`config.mk`:
```
export PLATFORM = sky130hd
export DESIGN_NAME = pla_array
export DESIGN_NICKNAME = d
export VERILOG_FILES = /design/src/rtl/pla_pkg.sv /design/src/rtl/pla_cfg_loader.sv /design/src/rtl/pla_and_plane.sv /design/src/rtl/pla_or_plane.sv /design/src/rtl/pla_array.sv
export SDC_FILE = /design/constraint.sdc
export NUM_CORES = 1
export LEC_CHECK = 0
export ABC_AREA = 1
export BUFFER_PORTS_ARGS = -buffer_cell sky130_fd_sc_hd__buf_4
export CELL_PAD_IN_SITES_DETAIL_PLACEMENT = 1
export CELL_PAD_IN_SITES_GLOBAL_PLACEMENT = 1
export CORE_MARGIN = 1
export CORE_UTILIZATION = 44
export CTS_BUF_LIST = sky130_fd_sc_hd__clkbuf_2
export CTS_CLUSTER_SIZE = 24
export DETAILED_ROUTE_END_ITERATION = 10
export PLACE_DENSITY_LB_ADDON = 0.1
export SETUP_SLACK_MARGIN = 0.05
export SYNTH_ARGS = -nofsm -noshare
export SYNTH_HDL_FRONTEND = slang
export SYNTH_SLANG_ARGS = --single-unit
```
`constraint.sdc`:
```
create_clock -name clk_i -period 1.4 [get_ports clk_i]
set_input_delay 0.28 -clock clk_i [delete_from_list [all_inputs] [get_ports clk_i]]
set_output_delay 0.28 -clock clk_i [all_outputs]
set_load 0.01 [all_outputs]
```
`src/rtl/pla_pkg.sv`:
```
package pla_pkg;
  localparam int unsigned N_IN     = 3;
  localparam int unsigned N_TERM   = 5;
  localparam int unsigned N_OUT    = 4;
  localparam int unsigned LIT_W    = 2 * N_IN;
  localparam int unsigned AND_BITS = N_TERM * LIT_W;
  localparam int unsigned OR_BITS  = N_OUT * N_TERM;
  localparam int unsigned MAP_BITS = AND_BITS + OR_BITS;
endpackage

```
`src/rtl/pla_cfg_loader.sv`:
```
module pla_cfg_loader #(
  parameter int unsigned TOTAL = 50
) (
  input  logic             clk_i,
  input  logic             rst_ni,
  input  logic             cfg_en_i,
  input  logic             cfg_bit_i,
  output logic [TOTAL-1:0] map_o,
  output logic             done_o
);
  localparam int unsigned CW = $clog2(TOTAL);

  logic [CW-1:0]    cnt_q;
  logic [TOTAL-1:0] shadow_q, shadow_d;
  logic             last;

  assign last = cfg_en_i && (cnt_q == CW'(TOTAL - 1));

  always_comb begin
    shadow_d = shadow_q;
    shadow_d[cnt_q] = cfg_bit_i;
  end

  always_ff @(posedge clk_i or negedge rst_ni) begin
    if (!rst_ni) begin
      cnt_q    <= '0;
      shadow_q <= '0;
      map_o    <= '0;
      done_o   <= 1'b0;
    end else begin
      done_o <= last;
      if (!cfg_en_i) begin
        cnt_q <= '0;  // partial load abandoned
      end else begin
        shadow_q <= shadow_d;
        if (last) begin
          cnt_q <= '0;
          map_o <= shadow_d;
        end else begin
          cnt_q <= cnt_q + 1'b1;
        end
      end
    end
  end

  p_done_single_r6: assert property (@(posedge clk_i) disable iff (!rst_ni)
    done_o |=> !done_o);
  p_done_after_en_r6: assert property (@(posedge clk_i) disable iff (!rst_ni)
    done_o |-> $past(cfg_en_i));
  p_map_hold_r7: assert property (@(posedge clk_i) disable iff (!rst_ni)
    !done_o |-> $stable(map_o));
endmodule

```
`src/rtl/pla_and_plane.sv`:
```
module pla_and_plane #(
  parameter int unsigned N_IN   = 3,
  parameter int unsigned N_TERM = 5
) (
  input  logic [N_IN-1:0]          in_i,
  input  logic [N_TERM*2*N_IN-1:0] map_i,
  output logic [N_TERM-1:0]        term_o
);
  localparam int unsigned LIT_W = 2 * N_IN;

  for (genvar t = 0; t < N_TERM; t++) begin : g_term
    logic [LIT_W-1:0] sel;
    logic             acc;
    assign sel = map_i[t*LIT_W +: LIT_W];
    always_comb begin
      acc = 1'b1;
      for (int i = 0; i < N_IN; i++) begin
        if (sel[2*i] && !in_i[i])   acc = 1'b0;  // true literal
        if (sel[2*i+1] && in_i[i])  acc = 1'b0;  // complement literal
      end
    end
    assign term_o[t] = acc;

    always_comb begin
      if (sel == '0) p_empty_term_r3: assert (term_o[t] == 1'b1);
    end
  end
endmodule

```
`src/rtl/pla_or_plane.sv`:
```
module pla_or_plane #(
  parameter int unsigned N_TERM = 5,
  parameter int unsigned N_OUT  = 4
) (
  input  logic [N_TERM-1:0]       term_i,
  input  logic [N_OUT*N_TERM-1:0] map_i,
  output logic [N_OUT-1:0]        f_o
);
  for (genvar o = 0; o < N_OUT; o++) begin : g_out
    logic [N_TERM-1:0] sel;
    assign sel    = map_i[o*N_TERM +: N_TERM];
    assign f_o[o] = |(sel & term_i);

    always_comb begin
      if (sel == '0) p_empty_out_r4: assert (f_o[o] == 1'b0);
    end
  end
endmodule

```
`src/rtl/pla_array.sv`:
```
module pla_array
  import pla_pkg::*;
#(
  parameter int unsigned IN_W   = N_IN,
  parameter int unsigned TERM_N = N_TERM,
  parameter int unsigned OUT_W  = N_OUT
) (
  input  logic             clk_i,
  input  logic             rst_ni,
  input  logic             cfg_en_i,
  input  logic             cfg_bit_i,
  input  logic [IN_W-1:0]  in_i,
  output logic [OUT_W-1:0] f_o,
  output logic             cfg_done_o
);
  localparam int unsigned A_BITS = TERM_N * 2 * IN_W;
  localparam int unsigned O_BITS = OUT_W * TERM_N;
  localparam int unsigned T_BITS = A_BITS + O_BITS;

  logic [T_BITS-1:0] map;
  logic [TERM_N-1:0] term;

  pla_cfg_loader #(.TOTAL(T_BITS)) u_cfg (
    .clk_i    (clk_i),
    .rst_ni   (rst_ni),
    .cfg_en_i (cfg_en_i),
    .cfg_bit_i(cfg_bit_i),
    .map_o    (map),
    .done_o   (cfg_done_o)
  );

  pla_and_plane #(.N_IN(IN_W), .N_TERM(TERM_N)) u_and (
    .in_i  (in_i),
    .map_i (map[A_BITS-1:0]),
    .term_o(term)
  );

  pla_or_plane #(.N_TERM(TERM_N), .N_OUT(OUT_W)) u_or (
    .term_i(term),
    .map_i (map[T_BITS-1:A_BITS]),
    .f_o   (f_o)
  );

  p_out_stable_r6: assert property (@(posedge clk_i) disable iff (!rst_ni)
    (!cfg_done_o && $stable(in_i)) |-> $stable(f_o));
endmodule

```
==> results.txt, run 1 <==
status -> aborted with a tool error
Fail Step -> global routing (5_1_grt)
Run Error -> [ERROR GRT-0232] Routing congestion too high. Check the congestion heatmap in the GUI.
die width -> 111.1 µm
IO Port Bufs -> 11
initial antenna violation count -> 1
Avg Cell Area, Syn -> 7.837 µm²
Final GP Congestion -> 0.8214
Clock Path Buffers -> 2
die height -> 111.1 µm
grt ovf -> 344
Seq/Total Area, Yosys -> 51.15%
flops & latches, synth -> 107
setup slack at placement -> -0.2404 ns
Mapped Area -> 5235 µm²
main flop type after synthesis -> dfrtp_1
initial core utilization -> 45.46%
placed instance area -> 5878 µm²
ys async rst share -> 100.0%
I/O pin total -> 12
syn nets -> 677
Distinct cells, synth -> 30
end pin of the worst setup path after global-route repair -> f_o[3]
hpwl dp -> 11390 µm
largest net degree at the start of global routing -> 71
Placed Cells -> 848
Clock Sinks -> 107
Worst EP Category -> top-level output
EDFF count, synth -> 0
Root Driver -> clkbuf_2
htree depth -> 3
# rows -> 39
overall global routing resource usage -> 88.02%
YS warnings -> 0
cells after synthesis -> 668
number of buffers created by CTS -> 9
[through the flow]
stage	util [%]	TNS (ns)
4_1_cts	71.10	-11.72
3_5_place_dp	51.04	-15.22
3_3_place_gp	51.04	-8.322
2_1_floorplan	-	-1.441
[logic make-up after synthesis]
family	Yosys count	synth area share, %
AND/OR/NAND/NOR	316	25.17
buffers and inverters	90	8.436
flip-flops	107	51.15
adder cells (fa/ha/maj)	2	0.4779
XOR/XNOR	2	0.3347
AO/OA/AOI/OAI	151	14.44
[cells in the mapped netlist, types with 2 or more instances]
cell type	n	area share, %
buf_2	3	0.29
buf_4	2	0.29
buf_6	7	1.5
clkbuf_1	11	0.79
clkbuf_2	3	0.29
dfrtp_1	107	51
ha_1	2	0.48
inv_1	54	3.9
inv_2	3	0.22
inv_4	2	0.24
nand2_1	206	15
nand3_1	56	5.4
nor2_1	47	3.4
o21ai_0	115	11
o21ai_1	35	3.3
[layer usage]
metal	track usage (%)	overflow
met2	103.4	217
met4	96.13	119
met3	72.01	7
met5	17.92	0
met1	88.19	1
[what timing repair did]
action / in CTS
gates resized for setup: 505
pin swaps: 90
hold endpoints to repair: 107
gates cloned: 10
setup endpoints to repair: 111
hold buffers: 1
setup buffers: 48
==> run 2, diff against run 1 <==
==> config.mk (replaced) <==
export PLATFORM = sky130hd
export DESIGN_NAME = pla_array
export DESIGN_NICKNAME = d
export VERILOG_FILES = /design/src/rtl/pla_pkg.sv /design/src/rtl/pla_cfg_loader.sv /design/src/rtl/pla_and_plane.sv /design/src/rtl/pla_or_plane.sv /design/src/rtl/pla_array.sv
export SDC_FILE = /design/constraint.sdc
export NUM_CORES = 1
export LEC_CHECK = 0
export ABC_AREA = 1
export BUFFER_PORTS_ARGS = -buffer_cell sky130_fd_sc_hd__buf_4
export CORE_MARGIN = 1
export CORE_UTILIZATION = 40
export DETAILED_ROUTE_END_ITERATION = 10
export PLACE_DENSITY_LB_ADDON = 0.15
export SYNTH_ARGS = -nofsm -noshare
export SYNTH_HDL_FRONTEND = slang
export SYNTH_SLANG_ARGS = --single-unit
==> constraint.sdc (replaced) <==
create_clock -name clk_i -period 1.8 [get_ports clk_i]
set_input_delay 0.36 -clock clk_i [delete_from_list [all_inputs] [get_ports clk_i]]
set_output_delay 0.36 -clock clk_i [all_outputs]
set_load 0.01 [all_outputs]
==> run 2 against run 1 <==
  * The flow now finishes, with violations (negative setup slack)
  * Synthesized area did not move
  * Synthesized cell count stayed put
==> results.txt, run 2 <==
Routed WL -> 13080 µm
CP startpoint kind -> register
CTS tree -> built
Root Driver -> clkbuf_16 (was clkbuf_2)
YS warnings -> 0 (unchanged)
worst skew pair latency -> 0.36 ns
most common cell after layout, fill and taps aside -> nand2_1
# setup viols final -> 4
I/O pin total -> 12 (unchanged)
FMAX -> 526.2 MHz
die height -> 116.4 µm (was 111.1 µm)
Crit Path Class -> reg2out
Max-Cap Viols -> 0
EDFF count, synth -> 0 (unchanged)
Worst Skew -> 0.008450 ns
Critical Path Start -> u_cfg.map_o[24]
Fin. Hold Viols -> 0
# rows -> 41 (was 39)
Synth top cells by count -> nand2_1, o21ai_0, dfrtp_1, nand3_1, inv_1 (unchanged)
worst-path maximum fanout -> 3
Leak -> 2.842 nW
Least-Margin Pin Slew -> 0.5337 ns
Worst EP required -> 1.44 ns
post-DR wirelength/cell -> 14.95 µm
Mapped Area -> 5235 µm² (unchanged)
Worst Setup End Kind -> primary output
initial core utilization -> 41.32% (was 45.46%)
Non-Filler Instances -> 875
top cell type by total area after synthesis -> dfrtp_1 (unchanged)
clock-pin slew on the worst setup and hold paths -> 0.07 ns
commonest cells after routing, fill and taps aside -> nand2_1, o21ai_0, dfrtp_1
Final WS setup -> -0.1005 ns
area delta synth->final -> 15.82%
Avg Cell Area, Syn -> 7.837 µm² (unchanged)
antenna-violating nets left -> 0
ant diodes -> 0
first-pass GRT wire length -> 21950 µm
setup slack at placement -> -0.04588 ns (was -0.2404 ns)
maximum vdd drop -> 0.0005331 V
main flop type after synthesis -> dfrtp_1 (unchanged)
Tmin final -> 1.901 ns
Final GP Congestion -> 0.8840 (was 0.8214)
htree depth -> 3 (unchanged)
number of buffers created by CTS -> 9 (unchanged)
Register Area -> 2678 µm²
Slew headroom -> 64.42%
Fillers -> 1295
vias post-DR -> 4383
PwrDens -> 834.5 nW/µm²
grt ovf -> 0
worst r2r src -> u_cfg.cnt_q[2]
flops & latches, synth -> 107 (unchanged)
vias in the first global route -> 4219
largest net degree at the start of global routing -> 61
Clock Path Buffers -> 2 (unchanged)
Distinct cells, synth -> 30 (unchanged)
vias per inst -> 5.009
overall global routing resource usage -> 21.81%
hpwl dp -> 9250 µm (was 11390 µm)
ys async rst share -> 100.0% (unchanged)
syn nets -> 677 (unchanged)
# DRC -> 0
critical path arrival -> 1.54 ns
top-count cell post-synth -> nand2_1 (unchanged)
RSZ-0062 raised after global routing -> yes
IO Port Bufs -> 11 (unchanged)
Seq/Total Area, Yosys -> 51.15% (unchanged)
cells after synthesis -> 668 (unchanged)
post-synth top area share -> 51.15% (unchanged)
status -> finished, violations left (was aborted with a tool error)
CORE AREA -> 12670 µm²
full die area -> 13550 µm²
Placed Cells -> 854 (was 848)
Period Utilization, post-route -> 105.6%
area occupied by multi-input gates -> 2161 µm²
share of layout cells above drive strength 1 -> 12.52%
Slew Viols, Final -> 0
biggest regs -> u_cfg.map_o x50, u_cfg.shadow_q x50, u_cfg.cnt_q x6
DR pass1 iterations -> 5
failing checks -> negative setup slack
drt initial violations -> 303
die width -> 116.4 µm (was 111.1 µm)
hold crit path type -> reg2reg
largest cells by area after synthesis -> dfrtp_1, nand2_1, o21ai_0, nand3_1, inv_1 (unchanged)
hold_sp -> u_cfg.shadow_q[7]
Final Net Count -> 708
Clock Sinks -> 107 (unchanged)
initial antenna violation count -> 0
-- run 2: cell counts after synthesis --
Identical to the previous run, type by type.
-- run 2: worst paths after layout --
kind                                           to  slack (ns)  cells past startpoint
worst max-delay path                       f_o[0]       -0.10                      9
worst max register to register  u_cfg.shadow_q[3]        0.19                      6
worst min-delay path            u_cfg.shadow_q[7]        0.48                      2
min in group asynchronous            u_cfg.done_o        0.52                      2
max in group asynchronous          u_cfg.map_o[0]        0.75                      3
worst min register to register  u_cfg.shadow_q[7]        0.48                      2
-- run 2: layout make-up --
type,count,area share (%)
sequential,107,44.16
multi-input combinational,471,35.64
timing repair buffer,50,8.048
inverter,60,3.797
clock buffer,9,3.714
tap,172,3.549
clock inverter,6,1.094
-- run 2: per-stage QoR --
| stage | utilization, % | setup TNS [ns] | hold WS, ns | total power, W | cell area (µm²) |
|---|---|---|---|---|---|
| floorplan | - | 0 | 0.06441 | 0.002915 | 5235 |
| global placement | 44.64 | -0.08640 | 0.3672 | 0.003093 | 5657 |
| detailed placement | 44.64 | -0.08847 | 0.3737 | 0.003113 | 5657 |
| CTS | 47.32 | -0.4611 | 0.4768 | 0.005120 | 5996 |
| global route | 47.85 | -0.8474 | 0.4945 | 0.005311 | 6063 |
| finish | 47.85 | -0.3533 | 0.4831 | 0.005060 | 6063 |
-- run 2: metal layers --
metal | wire length, µm | vias up | global-route usage [%]
met1 | 6222 | 2075 | 29.06
met2 | 6020 | 82 | 33.81
met3 | 503 | 17 | 5.708
met5 | 0 | - | 0
li1 | - | 2209 | -
met4 | 331 | 0 | 8.803
-- run 2: repair_timing --
item,in CTS,in global routing
hold buffers,1,0
resized for setup,12,8
hold endpoints to repair,21,0
buffers inserted,0,5
endpoints found under the setup margin,4,9
pin swaps,9,18
-- run 2: cells by family after synthesis --
group | after synthesis | share of synthesized area, %
simple gates | 316 | 25.17
compound gates | 151 | 14.44
flops | 107 | 51.15
buf+inv | 90 | 8.436
xor+xnor | 2 | 0.3347
fa+ha+maj | 2 | 0.4779
-- run 2: critical path, stage by stage (launching register included) --
cell and delay [ns]:
dfrtp_1 0.42, nand2_1 0.07, nand2_1 0.04, nor2_1 0.11, buf_4 0.15, nand2_2 0.05
nor2_1 0.12, nor2_2 0.06, nand2_2 0.06, buf_6 0.10
-- run 2: report_power, final --
part | total, W | leakage, nW | switching (W) | internal [W]
Combinational | 0.000494 | 1.25 | 0.000328 | 0.000166
Sequential | 0.00258 | 1.46 | 0.0000534 | 0.00252
Clock | 0.00199 | 0.134 | 0.000916 | 0.00107
Note: power is estimated with default switching activity, not from simulation.
